===== config.mk =====
export PLATFORM = sky130hd
export DESIGN_NAME = cpu_local_timer
export DESIGN_NICKNAME = d
export VERILOG_FILES = /design/src/rtl/cpu_local_timer_pkg.sv /design/src/rtl/cpu_local_timer_ctrl.sv /design/src/rtl/cpu_local_timer_dp.sv /design/src/rtl/cpu_local_timer.sv
export SDC_FILE = /design/constraint.sdc
export NUM_CORES = 1
export LEC_CHECK = 0
export BUFFER_PORTS_ARGS = -buffer_cell sky130_fd_sc_hd__buf_2
export CAP_MARGIN = 20
export CORE_UTILIZATION = 40
export DETAILED_ROUTE_END_ITERATION = 10
export GPL_TIMING_DRIVEN = 0
export SLEW_MARGIN = 40
export SYNTH_ARGS = -nofsm -noshare
export SYNTH_HDL_FRONTEND = slang
export SYNTH_SLANG_ARGS = --single-unit

===== constraint.sdc =====
create_clock -name clk -period 4.7 [get_ports clk]
set_input_delay 0.94 -clock clk [delete_from_list [all_inputs] [get_ports clk]]
set_output_delay 0.94 -clock clk [all_outputs]
set_load 0.05 [all_outputs]

===== src/rtl/cpu_local_timer_pkg.sv =====
package cpu_local_timer_pkg;
  localparam int REG_W = 32;
  localparam int VEC_W = 8;
  localparam int DIV_CODE_W = 3;

  typedef enum logic [1:0] {
    SEL_VEC  = 2'd0,
    SEL_DIV  = 2'd1,
    SEL_INIT = 2'd2,
    SEL_CUR  = 2'd3
  } regSel_e;

  typedef enum logic [1:0] {
    MODE_ONESHOT  = 2'd0,
    MODE_PERIODIC = 2'd1,
    MODE_DEADLINE = 2'd2,
    MODE_RSVD     = 2'd3
  } timerMode_e;

  typedef struct packed {
    logic load;
    logic clear;
    logic tick;
  } ctrlStrobe_t;

  typedef struct packed {
    logic [VEC_W-1:0] vecNum;
    logic             vecMask;
    timerMode_e       mode;
  } timerCfg_t;
endpackage


===== src/rtl/cpu_local_timer_ctrl.sv =====
module cpu_local_timer_ctrl
  import cpu_local_timer_pkg::*;
#(
  parameter int CNT_W = 32
) (
  input  logic                 clk,
  input  logic                 rstN,
  input  logic                 regWrEn,
  input  logic [1:0]           regWrSel,
  input  logic [REG_W-1:0]     regWrData,
  input  logic [1:0]           regRdSel,
  input  logic [CNT_W-1:0]     curCount,
  output ctrlStrobe_t          strobe,
  output timerCfg_t            cfg,
  output logic [CNT_W-1:0]     initCount,
  output logic [REG_W-1:0]     regRdData
);
  localparam int PRE_W = (1 << DIV_CODE_W) - 1;

  logic [VEC_W-1:0]      vecNum;
  logic                  vecMask;
  timerMode_e            vecMode;
  logic [DIV_CODE_W-1:0] divBits;
  logic [DIV_CODE_W-1:0] cfgShift;
  logic [DIV_CODE_W-1:0] activeShift;
  logic [PRE_W-1:0]      preCnt;
  logic [PRE_W-1:0]      preLimit;
  logic                  wrVec, wrDiv, wrInit;
  logic                  modeActive, running, atBoundary;

  always_comb begin
    wrVec  = regWrEn && (regSel_e'(regWrSel) == SEL_VEC);
    wrDiv  = regWrEn && (regSel_e'(regWrSel) == SEL_DIV);
    wrInit = regWrEn && (regSel_e'(regWrSel) == SEL_INIT);
  end

  // configuration registers
  always_ff @(posedge clk or negedge rstN) begin
    if (!rstN) begin
      vecNum    <= '0;
      vecMask   <= 1'b1;
      vecMode   <= MODE_ONESHOT;
      divBits   <= '0;
      initCount <= '0;
    end else begin
      if (wrVec) begin
        vecNum  <= regWrData[VEC_W-1:0];
        vecMask <= regWrData[16];
        vecMode <= timerMode_e'(regWrData[18:17]);
      end
      if (wrDiv) begin
        divBits <= {regWrData[3], regWrData[1:0]};
      end
      if (wrInit) begin
        initCount <= regWrData[CNT_W-1:0];
      end
    end
  end

  // divide code to shift: add one and wrap
  assign cfgShift = divBits + DIV_CODE_W'(1);

  always_comb begin
    modeActive = (vecMode == MODE_ONESHOT) || (vecMode == MODE_PERIODIC);
    running    = (curCount != '0) && modeActive;
    preLimit   = PRE_W'((32'd1 << activeShift) - 32'd1);
    atBoundary = (preCnt == preLimit);
  end

  // prescaler with a shift that is latched only at period boundaries
  always_ff @(posedge clk or negedge rstN) begin
    if (!rstN) begin
      preCnt      <= '0;
      activeShift <= '0;
    end else if (wrInit || !running) begin
      preCnt      <= '0;
      activeShift <= cfgShift;
    end else if (atBoundary) begin
      preCnt      <= '0;
      activeShift <= cfgShift;
    end else begin
      preCnt <= preCnt + PRE_W'(1);
    end
  end

  always_comb begin
    strobe.load  = wrInit && (regWrData[CNT_W-1:0] != '0);
    strobe.clear = wrInit && (regWrData[CNT_W-1:0] == '0);
    strobe.tick  = running && atBoundary && !wrInit;
    cfg.vecNum   = vecNum;
    cfg.vecMask  = vecMask;
    cfg.mode     = vecMode;
  end

  // read mux; delivery status (bit 12) is constant zero
  always_comb begin
    unique case (regSel_e'(regRdSel))
      SEL_VEC:  regRdData = {13'b0, vecMode, vecMask, 3'b0, 1'b0, 4'b0, vecNum};
      SEL_DIV:  regRdData = {28'b0, divBits[2], 1'b0, divBits[1:0]};
      SEL_INIT: regRdData = REG_W'(initCount);
      SEL_CUR:  regRdData = REG_W'(curCount);
      default:  regRdData = '0;
    endcase
  end
endmodule


===== src/rtl/cpu_local_timer_dp.sv =====
module cpu_local_timer_dp
  import cpu_local_timer_pkg::*;
#(
  parameter int CNT_W = 32
) (
  input  logic             clk,
  input  logic             rstN,
  input  ctrlStrobe_t      strobe,
  input  timerCfg_t        cfg,
  input  logic [CNT_W-1:0] wrValue,
  input  logic [CNT_W-1:0] initCount,
  output logic [CNT_W-1:0] curCount,
  output logic             irqValid,
  output logic [VEC_W-1:0] irqVector
);
  logic lastStep, expire, reload;

  always_comb begin
    lastStep = (curCount == CNT_W'(1));
    expire   = strobe.tick && lastStep;
    reload   = expire && (cfg.mode == MODE_PERIODIC);
  end

  always_ff @(posedge clk or negedge rstN) begin
    if (!rstN) begin
      curCount <= '0;
    end else if (strobe.clear) begin
      curCount <= '0;
    end else if (strobe.load) begin
      curCount <= wrValue;
    end else if (reload) begin
      curCount <= initCount;
    end else if (strobe.tick) begin
      curCount <= curCount - CNT_W'(1);
    end
  end

  always_ff @(posedge clk or negedge rstN) begin
    if (!rstN) begin
      irqValid  <= 1'b0;
      irqVector <= '0;
    end else begin
      irqValid  <= expire && !cfg.vecMask;
      irqVector <= cfg.vecNum;
    end
  end
endmodule


===== src/rtl/cpu_local_timer.sv =====
module cpu_local_timer
  import cpu_local_timer_pkg::*;
#(
  parameter int CNT_W = 32
) (
  input  logic        clk,
  input  logic        rstN,
  input  logic        regWrEn,
  input  logic [1:0]  regWrSel,
  input  logic [31:0] regWrData,
  input  logic [1:0]  regRdSel,
  output logic [31:0] regRdData,
  output logic        irqValid,
  output logic [7:0]  irqVector
);
  ctrlStrobe_t      strobe;
  timerCfg_t        cfg;
  logic [CNT_W-1:0] initCount;
  logic [CNT_W-1:0] curCount;

  cpu_local_timer_ctrl #(.CNT_W(CNT_W)) u_ctrl (
    .clk(clk), .rstN(rstN),
    .regWrEn(regWrEn), .regWrSel(regWrSel), .regWrData(regWrData),
    .regRdSel(regRdSel), .curCount(curCount),
    .strobe(strobe), .cfg(cfg), .initCount(initCount), .regRdData(regRdData)
  );

  cpu_local_timer_dp #(.CNT_W(CNT_W)) u_dp (
    .clk(clk), .rstN(rstN),
    .strobe(strobe), .cfg(cfg),
    .wrValue(regWrData[CNT_W-1:0]), .initCount(initCount),
    .curCount(curCount), .irqValid(irqValid), .irqVector(irqVector)
  );
endmodule


==> results of run 1 <==
-- report_power, final --
group	internal (mW)	switching, mW
sequential	0.991	0.163
clock	0.359	0.345
combinational	0.342	0.598
total	1.69	1.11
-- sequential cells by signal, indices dropped and copies added (netlist names) --
register / flops
u_ctrl.vecNum: 8
u_dp.irqVector: 8
u_dp.curCount: 32
u_ctrl.vecMode: 2
u_dp.irqValid: 1
u_ctrl.divBits: 3
u_ctrl.initCount: 32
u_ctrl.activeShift: 3
u_ctrl.vecMask: 1
u_ctrl.preCnt: 7
-- worst paths after layout --
check	cells past startpoint	endpoint	slack, ps
worst max-delay path	5	regRdData[18]	890
worst max register to register	9	u_dp.curCount[17]$_DFFE_PN0P_	1470
min in group asynchronous	1	u_ctrl.preCnt[4]$_DFF_PN0_	460
worst min register to register	0	u_dp.irqVector[1]$_DFF_PN0_	390
max in group asynchronous	2	u_ctrl.vecMask$_DFFE_PN1P_	3640
worst min-delay path	0	u_dp.irqVector[1]$_DFF_PN0_	390
-- through the flow --
step,std cells,power [mW],area (µm²),hold WS (ps)
6_report,884,2.80,6470,394
5_1_grt,884,2.95,6470,415
3_5_place_dp,868,2.10,6200,384
4_1_cts,884,2.81,6470,399
3_3_place_gp,867,2.07,6150,376
2_1_floorplan,613,1.83,5540,366
-- kinds of logic after synthesis --
group                      share of synthesized area, %
buffers and inverters                              3.48
adders and majority gates                          1.13
and+or+nand+nor                                    24.7
AOI/OAI and AO/OA                                  15.1
DFF                                                43.9
xor gates and xnor gates                           1.90
muxes                                              9.88
-- per-layer routing --
metal / global-route usage [%] / share of wire, %
met5: 0 / 0
met4: 9.30 / 2.2
met1: 34.2 / 45
met2: 38.6 / 47
met3: 5.56 / 6.7
-- area by class of cell --
type | count | area (µm²)
fill | 1299 | 6880
clock buffer | 10 | 229
timing repair buffer | 79 | 428
inverter | 7 | 26.3
clock inverter | 6 | 45.0
buffer | 35 | 169
multi-input combinational | 474 | 2930
sequential | 97 | 2430
tap | 176 | 220
-- placed cells by master, fill, tap and decap left out, types with 11 or more instances in the layout --
cell                          n
sky130_fd_sc_hd__a21oi_1     25
sky130_fd_sc_hd__a2bb2oi_1   11
sky130_fd_sc_hd__buf_2       85
sky130_fd_sc_hd__clkbuf_1    22
sky130_fd_sc_hd__dfrtp_1     96
sky130_fd_sc_hd__mux2_2      23
sky130_fd_sc_hd__mux2i_1     22
sky130_fd_sc_hd__nand2_1    124
sky130_fd_sc_hd__nand3_1     14
sky130_fd_sc_hd__nor2_1      69
sky130_fd_sc_hd__nor2b_1     24
sky130_fd_sc_hd__nor3_1      19
sky130_fd_sc_hd__o211ai_1    19
sky130_fd_sc_hd__o21ai_0     12
==> results.txt, run 1 <==
- In this run, post-CTS hold repair placed 0 buffers.
* Most instantiated library cell after synthesis: sky130_fd_sc_hd__nand2_1
- Port buffering added 78 buffers.
- The die is 120 µm wide.
- In the synthesized netlist the async set-or-reset flop fraction comes to 100%.
- After the first detailed-routing iteration, the DRC count stood at roughly 350.
- Data on the critical path is required at its endpoint by 3760 ps.
- The first detailed-routing pass ran for 5 iterations.
* Static leakage: 2.97 nW
- Setup violations remaining at the end of the flow were counted as 0.
* Yosys reg bits: 97
* CP Launch Point: regRdSel[0]
- Entering global routing, the biggest net connects 54 pins.
- At the placement stage, the worst setup path has a slack of 893 ps.
- The total count of max-transition violations in the final report came to 0.
* Via/cell ratio: 5.69
- Netlist cell types: between 50 and 60
* Syn-to-layout area delta: 16.9%
* Cell with the largest stage delay on the worst path: sky130_fd_sc_hd__buf_1
* Vertical die dimension: between 100 and 150 µm
* Maximum count of clock buffers along a single path: 2
- The via count of the first global-routing pass is 4883.
* DRC violations left: 0
- Maximum capacitance violations: 0
* Startpoint of the worst register-to-register path: u_ctrl.activeShift[1]$_DFFE_PN0P_
- The number of buffers and inverters on the critical path is 3.
* Critical Path AT: ~2900 ps
- Most instantiated flip-flop cell in the synthesis netlist: sky130_fd_sc_hd__dfrtp_1
- The smallest clock period supported by the final layout is computed as 3810 ps.
- In this run the count of I/O pins placed on the die edge is 80.
- In this run the worst path has a maximum fanout of 10.
- Global routing finished with a remaining overflow of 0.
* Insertion delay to the later sink of the worst-skew pair: 360 ps
- Worst Setup Start Kind: input port
- Result of the run: completed
- TritonCTS built the clock tree.
* Count of flip-flops with a built-in enable after synthesis: 0
- For this run, the slowest stage of the critical path takes roughly 620 ps.
- sky130_fd_sc_hd__dfrtp_1 takes more of the synthesized area than any other cell.
- Cell area after technology mapping: 5540 µm²
* Worst setup skew after layout: 6.48 ps
- The critical path in this run is classified as in2out.
- The detailed router placed approximately 5000 vias in this run.
* Number of nets produced by synthesis: 657
- In the final routed layout, each cell accounts on average for 19.3 µm.
* Maximum vdd drop: 0.216 mV
- Post-CTS timing repair inserted 0 buffers for setup.
- Dividing the synthesized area by the synthesized cell count gives 9.03 µm².
* Cts repair resizes: 0
- The HPWL after detailed placement is 11.8 mm.
* Class of the worst hold path: reg2reg
* Synth Warn #: 0
* Share of cells above drive strength 1: 20.2%
- Ant diodes: 0
- Measured slew at the worst slew-check pin: 800 ps
* TritonCTS buffer count: 9
* Detailed Route WL: 17.0 mm
- Setup repair after global routing left no endpoint under its margin.
- The detail route stage leaves a number of antenna-violating nets equal to 0.
- Nets: around 750
- Ranked by total cell area, the synthesized netlist is headed by sky130_fd_sc_hd__dfrtp_1, sky130_fd_sc_hd__nand2_1, sky130_fd_sc_hd__mux2_2.
* Post-CTS clock slew at the launch and capture registers of the worst setup and hold paths: 70 ps
- Share of Yosys cell area claimed by the top area cell type: 43.4%
* Share of synthesized area occupied by flip-flops and latches: 43.9%
* Final hold violations: 0
* Cell count after synthesis: between 600 and 700
* Cell class contributing the biggest share of worst-path delay: buffers and inverters
- The startpoint identified for the worst hold timing path is u_ctrl.vecNum[1]$_DFFE_PN0P_.
* First-pass GRT wire length: 27.0 mm
* Core area: about 13000 µm²
- Total track usage: roughly a quarter
* Synth top cells by count: sky130_fd_sc_hd__nand2_1, sky130_fd_sc_hd__dfrtp_1, sky130_fd_sc_hd__nor2_1, sky130_fd_sc_hd__a21oi_1, sky130_fd_sc_hd__nor2b_1
- Die Area: 14300 µm²
* GP Congestion: 0.872
- For the final routed database, the setup TNS stands at 0 ps.
- Antenna violations before repair: 0
- Highest attainable clock frequency: 0.262 GHz
- Dividing total power by cell area gives a power density of 432 nW/µm².
- Sink count of the clock tree: 97
* Final Util: 48.5%
- STA classifies the critical path endpoint as an output pin.
* Placement Rows: 42
* Initial cell density of the core: about 41%
* Worst Setup Slack, final: between 800 and 900 ps
- CTS Root Cell: sky130_fd_sc_hd__clkbuf_16
- After layout, the worst path uses around four fifths of the clock period.
- H-tree levels: 3
* Max-slew headroom at the worst pin: a little under half
- List of cells traversed by the critical path: clkbuf_1 > buf_1 > nor2_1 > a22o_1 > buf_2
Power figures use the tool's default switching activity.
==> run 2: changes to the inputs <==
ABC_AREA = 1   (was unset)
clock period = 3.75 ns   (was 4.7 ns; I/O delays follow)
==> run 2 against run 1 <==
- flip-flop and latch count stayed put
- area after synthesis is 5.6% higher
- sequential share of layout area is 1.8 points lower
- wire length is 3.6% higher
- global-route usage is 0.73 points higher
- final area is 4.9% higher
- combinational power is 83% higher
- clock skew is 1.2 ps higher
- via count is 13% higher
- register-to-register slack better by 20 ps
- first-iteration DRC count is 22% higher
- clock-buffer cell count is 2 higher
- largest cell class unchanged
- highest routed layer unchanged
==> results.txt, run 2 <==
- The post-route netlist has 14.4% of its cells at a drive strength greater than 1.
* Nets: 934
- Syn-to-layout area delta: 16.1%
- Max-slew violations: 0
- Clock skew on the completed layout was measured at 7.72 ps.
- Cts repair resizes: 0
* Cell area after technology mapping: slightly below 6000 µm²
- Synth top cells by count: sky130_fd_sc_hd__nand2_1, sky130_fd_sc_hd__nor2_1, sky130_fd_sc_hd__dfrtp_1, sky130_fd_sc_hd__inv_1, sky130_fd_sc_hd__a21oi_1
* IO buf count: 79
- CP Launch Point: regRdSel[1]
* Worst reg-to-reg setup slack: around 1500 ps
- Dividing the detail-routed via count by the number of cells gives 5.27.
* Measured slew at the worst slew-check pin: roughly 660 ps
- Total track usage: 25.7%
- Cell depth of the worst flop-to-flop path: 9
* Maximum count of clock buffers along a single path: 2
* Unrepaired setup endpoints after global routing: no
- Maximum vdd drop: 0.384 mV
- In the final layout, the multi-input gates occupy roughly 2900 µm².
- The first routing iteration left 428 violations.
- Across the run, the number of max-cap violations was 0.
- Vertical die dimension: between 100 and 150 µm
- The flow ran to the end, and the final reports show no timing, DRC or antenna violations.
* Leftover overflow at the end of global routing: 0
- Worst Setup Slack, final: 290 ps
- Critical path capture point: regRdData[8]
- The biggest area contributor in the post-synthesis netlist is sky130_fd_sc_hd__dfrtp_1.
- Clock tree from TritonCTS: built
- In the post-synthesis netlist, the cell with the most instances is sky130_fd_sc_hd__nand2_1.
- The library cell used most frequently in the layout, excluding fill and tap cells, is sky130_fd_sc_hd__nand2_1.
- Insertion delay to the later sink of the worst-skew pair: 360 ps
* Worst setup path category: in2out
- IO Pins: 80
* Cell types occupying the most area after synthesis: sky130_fd_sc_hd__dfrtp_1, sky130_fd_sc_hd__nand2_1, sky130_fd_sc_hd__nor2_1
* Static leakage: roughly 3.3 nW
* Worst Setup Start Kind: input port
- Sink count of the clock tree: 97
* CP max FO: 10
- Detailed Route WL: 17.7 mm
- The completed layout was analyzed and its total power is ~4.3 mW.
- Die Span X: 123 µm
* Postcts setup bufs: 0
- Yosys reg bits: 97
- In this run the mean area of a mapped cell was 7.31 µm².
- Final Util: 48.3%
- Synth Warn #: 0
- Core area: 14000 µm²
- Cell count after synthesis: 799
* Capture instance of the worst register-to-register path: u_dp.curCount[29]$_DFFE_PN0P_
* Placement Rows: 43
* Share of Yosys cell area claimed by the top area cell type: a little over 40%
- Entering global routing, the biggest net connects 62 pins.
* Total of fill cells in the finished design: 1503
- First-pass GRT wire length: 29.2 mm
- DRC violations left: 0
- Clock period minus final worst setup slack: roughly 3500 ps
* Total of endpoints with negative setup slack in the final report: 0
* Worst-case setup slack after placement: 353 ps
* Vias: 5666
- The number of clock buffers added by TritonCTS is 9.
* Max-slew headroom at the worst pin: 55.8%
- Routability-driven placement finished with a final weighted congestion of 0.954.
* CTS Root Cell: sky130_fd_sc_hd__clkbuf_16
- Required time at the endpoint of the critical path: roughly 3000 ps
- The clock tree synthesis step divided the H-tree into 3 levels.
- Once detail routing completed, the nets flagged for antenna violations numbered 0.
- The wire-length estimate of the detail-placed layout is 12.7 mm.
* Ant diodes: 0
* Initial cell density of the core: 41.6%
* Number of nets produced by synthesis: 843
- Startpoint of the worst register-to-register path: u_dp.curCount[0]$_DFFE_PN0P_
- Antenna violations before repair: 0
- Storage element area: approximately 2400 µm²
- Most instantiated flip-flop cell in the synthesis netlist: sky130_fd_sc_hd__dfrtp_1
- Fin crit share: between 90 and 100%
- The tightest hold path in the finished design has a slack of 256 ps.
- The netlist uses 34 different library cells.
- Final sum of negative setup slack: 0 ps
- Before antenna repair, the detailed router went through 5 iterations.
- In the layout the commonest cells are sky130_fd_sc_hd__nand2_1, sky130_fd_sc_hd__nor2_1, sky130_fd_sc_hd__dfrtp_1, sky130_fd_sc_hd__inv_1, sky130_fd_sc_hd__buf_2.
* Post-CTS clock slew at the launch and capture registers of the worst setup and hold paths: 60 ps
- Final hold violations: 0
- Buffers inserted to repair hold after CTS numbered 0.
- Fraction of registers with async set/reset: between 90% and 100%
- Dividing total power by cell area gives a power density of between 600 and 700 nW/µm².
* Share of synthesized area occupied by flip-flops and latches: 41.6%
- Based on the critical path, the design can be clocked at up to slightly below 0.3 GHz.
- The via count of the first global-routing pass was 5537.
* Class of the worst hold path: in2async
* Critical Path AT: 2710 ps
- Kind of end point of the critical path: output pin
* Leading registers by flop count: u_ctrl.initCount: 32 flops, u_dp.curCount: 32 flops
- The floorplan step defined a die boundary enclosing 15100 µm².
- Dividing the detail-routed wire length by the instance count gives 16.4 µm.
- Yosys mapped a number of flops with a built-in enable equal to 0.
## run 2: changes by cell type after synthesis, sizes merged, moves of 24 or more
cell / previous run / this run
nor2: 69 / 110
nand3: 14 / 55
nand4: 6 / 39
o21ai: 15 / 59
a21oi: 25 / 64
nand2: 124 / 168
inv: 7 / 94
nor2b: 24 / 0
xor2: 5 / 29
## run 2: final cells by class
type | instances | share of cell area (%)
Sequential cell | 97 | 35.8
Timing Repair Buffer | 80 | 6.38
Clock inverter | 4 | 0.424
Multi-Input combinational cell | 565 | 42.1
Tap cell | 180 | 3.32
Inverter | 94 | 5.20
Clock buffer | 12 | 3.78
Buffer | 43 | 3.02
## run 2: how the worst min path moves through the flow
stage	endpoint	slack [ps]	cells past startpoint
finish	u_ctrl.preCnt[4]$_DFF_PN0_	260	1
CTS	u_ctrl.preCnt[4]$_DFF_PN0_	270	1
detailed placement	u_dp.irqVector[3]$_DFF_PN0_	390	0
floorplan	u_dp.irqVector[0]$_DFF_PN0_	370	0
global placement	u_dp.irqVector[4]$_DFF_PN0_	390	0
global route	u_ctrl.preCnt[4]$_DFF_PN0_	290	1
## run 2: routing by layer
layer,track usage [%],wire (µm)
met4,7.62,306
met2,39.5,7930
met5,0,0
met3,4.04,841
met1,37.1,8570
## run 2: kinds of logic after synthesis
kind of cell | synth area share (%)
DFF | 41.6
AOI/OAI and AO/OA | 13.9
adders and majority gates | 1.07
xor gates and xnor gates | 4.65
and+or+nand+nor | 29.3
buffers and inverters | 9.55
## run 2: critical path, stage by stage
cell and delay (ps):
sky130_fd_sc_hd__buf_2 120, sky130_fd_sc_hd__inv_1 110, sky130_fd_sc_hd__nor2_1 100, sky130_fd_sc_hd__inv_1 100, sky130_fd_sc_hd__clkbuf_1 480, sky130_fd_sc_hd__buf_1 570, sky130_fd_sc_hd__o22ai_1 220, sky130_fd_sc_hd__buf_2 270
## run 2: stage by stage
stage / std cells / instance area (µm²)
floorplan: 799 / 5840
global placement: 1058 / 6460
detailed placement: 1059 / 6500
CTS: 1075 / 6790
global route: 1075 / 6790
finish: 1075 / 6790
## run 2: power breakdown
group,switching [mW],internal [mW]
clock,0.422,0.487
sequential,0.293,1.33
combinational,1.16,0.564
==> run 3: changes to the inputs <==
CTS_BUF_LIST = sky130_fd_sc_hd__clkbuf_4   (was unset)
==> run 3 against run 2 <==
- largest power group unchanged
- utilization fell by 1.2 points
- setup slack got worse by 2.7 ps
- critical path depth stayed put
- non-clock buffer count unchanged
- global-route usage down 0.14 points
- highest routed layer unchanged
- first-iteration DRC count increased by 7.9%
- combinational power about the same
- register-to-register slack about the same
==> results.txt, run 3 (same netlist as run 2, synthesis figures left out) <==
* Result of the run: completed
- The count of buffers added on input and output ports is 79.
- Switching pwr: 1.83 mW
- The number of hold violations in the final report came to 0.
- Counting every sink on the clock net gives between 90 and 100.
- After clock tree synthesis, the clock-pin slew on the worst setup and hold paths is approximately 140 ps.
- For the final routed database, the setup TNS stands at 0 ps.
- For the pin with the worst max-slew slack, the measured transition is 674 ps.
- Insertion delay to the later sink of the worst-skew pair: 500 ps
- The floorplan has 43 rows.
- First-pass GRT wire length: between 20 and 30 mm
* Antenna violations before repair: 0
- Fin crit share: a little over 90%
- Once detail routing completed, the nets flagged for antenna violations numbered 0.
- DR WL/cell: 16.3 µm
- Summed area of non-filler cells in the final layout: 6610 µm²
* Most used cells in the layout excluding fill and tap cells: sky130_fd_sc_hd__nand2_1, sky130_fd_sc_hd__nor2_1, sky130_fd_sc_hd__dfrtp_1, sky130_fd_sc_hd__inv_1, sky130_fd_sc_hd__buf_2
- IR analysis of the VDD net gives a maximum drop of roughly 0.23 mV.
- TritonCTS buffer count: 9
- STA classifies the critical path endpoint as an output pin.
- Worst setup path category: in2out
- The die is 123 µm wide.
* Int Power: 2.03 mW
- The area growth from synthesis to layout is 13.2%.
- Buffers added to address setup during post-CTS repair amount to 0.
- In this run, the number of DRC markers left after iteration 0 of detailed routing was 462.
- IO Pins: 80
- Maximum count of clock buffers along a single path: 2
- TritonCTS built the clock tree.
* Commonest non-fill, non-tap cell in the layout: sky130_fd_sc_hd__nand2_1
- After detailed routing, the total wire length is roughly 18 mm.
- Critical Path AT: 2710 ps
- Initial cell density of the core: 41.6%
- Global routing finished with a remaining overflow of 0.
- Power Density: 583 nW/µm²
- For this run, the top clock speed supported by timing is ~0.29 GHz.
- Nets: 934
- GP Congestion: 0.954
* Cts repair resizes: 0
- STA puts the critical path data required time at ~3000 ps.
- The routed layout has 5656 vias.
- The number of antenna diodes in the final layout is 0.
- Worst setup skew after layout: 19.8 ps
- Setup repair after global routing left no endpoint under its margin.
* Initial DRT Pass Iterations: 5
* Total of endpoints with negative setup slack in the final report: 0
* Max-slew headroom at the worst pin: a little under three fifths
* Final HPWL DP: 12.7 mm
- DRC violations left: 0
- Hold buffer count at cts: 0
* Net Sw Frac: 47.4%
* Core area: 14000 µm²
* Share of cells above drive strength 1: 14.3%
* Die Area: 15100 µm²
* Final Util: a little under half
* Static leakage: between 3 and 4 nW
- CP max FO: 10
- Clock period minus final worst setup slack: roughly 3500 ps
- H-tree levels: 3
- Global routing used about 26% of the available tracks.
- The worst setup path is launched from an input port.
- Using the TritonRoute via totals, the vias-per-cell ratio works out to 5.26.
- The tree is rooted in a sky130_fd_sc_hd__clkbuf_4.
* Total of fill cells in the finished design: 1523
- Leading registers by flop count: u_ctrl.initCount: 32 flops, u_dp.curCount: 32 flops
- Clock network power share: between 10% and 20%
- The tool flagged a number of max-cap violations equal to 0.
- Sequential cell fraction of total power: 41.9%
- Vias in the first global route: 5515
* Max-slew violations: 0
- The worst hold path belongs to the class in2async.
- After layout, the design draws a total of 3.86 mW.
* Post-place instance area: 6500 µm²
* Vertical die dimension: 123 µm
- Entering global routing, the biggest net connects just over 60 pins.
- In this run, the combinational gates consume 44.7% of the power.
run 3: through the flow:
step	hold slack, ps	instances	worst slack (ps)
after floorplan	374	799	672
after global placement	388	1058	282
after detailed placement	392	1059	353
after CTS	81.8	1075	345
after global routing	103	1075	238
final	104	1075	287
run 3: metal layers:
layer	track usage [%]	part of all wire, %
met3	4.88	5.3
met2	39.3	45
met5	0	0
met4	6.25	1.2
met1	36.9	48
run 3: worst paths after layout:
path / start / endpoint / slack [ps] / cells after the start
setup / recovery: regRdSel[1] / regRdData[8] / 290 / 8
hold / removal: rstN / u_ctrl.preCnt[4]$_DFF_PN0_ / 100 / 1
setup reg to reg: u_dp.curCount[16]$_DFFE_PN0P_ / u_dp.curCount[25]$_DFFE_PN0P_ / 1480 / 9
hold reg to reg: u_ctrl.vecNum[7]$_DFFE_PN0P_ / u_dp.irqVector[7]$_DFF_PN0_ / 420 / 0
max in group asynchronous: rstN / u_ctrl.vecMask$_DFFE_PN1P_ / 3010 / 2
min in group clk: u_ctrl.vecNum[7]$_DFFE_PN0P_ / u_dp.irqVector[7]$_DFF_PN0_ / 420 / 0
run 3: area by class of cell:
cell class / count / area [µm²] / share of cell area [%]
Buffer: 43 / 205 / 3.10
Clock buffer: 10 / 75.1 / 1.14
Clock inverter: 6 / 36.3 / 0.549
Inverter: 94 / 353 / 5.33
Multi-Input combinational cell: 565 / 2860 / 43.2
Sequential cell: 97 / 2430 / 36.7
Tap cell: 180 / 225 / 3.41
Timing Repair Buffer: 80 / 433 / 6.55
run 3: critical path, stage by stage:
cell and delay (ps):
sky130_fd_sc_hd__buf_2 120, sky130_fd_sc_hd__inv_1 110, sky130_fd_sc_hd__nor2_1 100, sky130_fd_sc_hd__inv_1 100, sky130_fd_sc_hd__clkbuf_1 470, sky130_fd_sc_hd__buf_1 570, sky130_fd_sc_hd__o22ai_1 230, sky130_fd_sc_hd__buf_2 270
run 3: power by group through the flow:
stage	Sequential (mW)	Combinational (mW)	Clock [mW]
global route	1.66	1.94	0.570
floorplan	1.61	1.29	0
detailed placement	1.63	1.72	0
CTS	1.61	1.73	0.546
global placement	1.63	1.71	0
finish	1.62	1.72	0.517
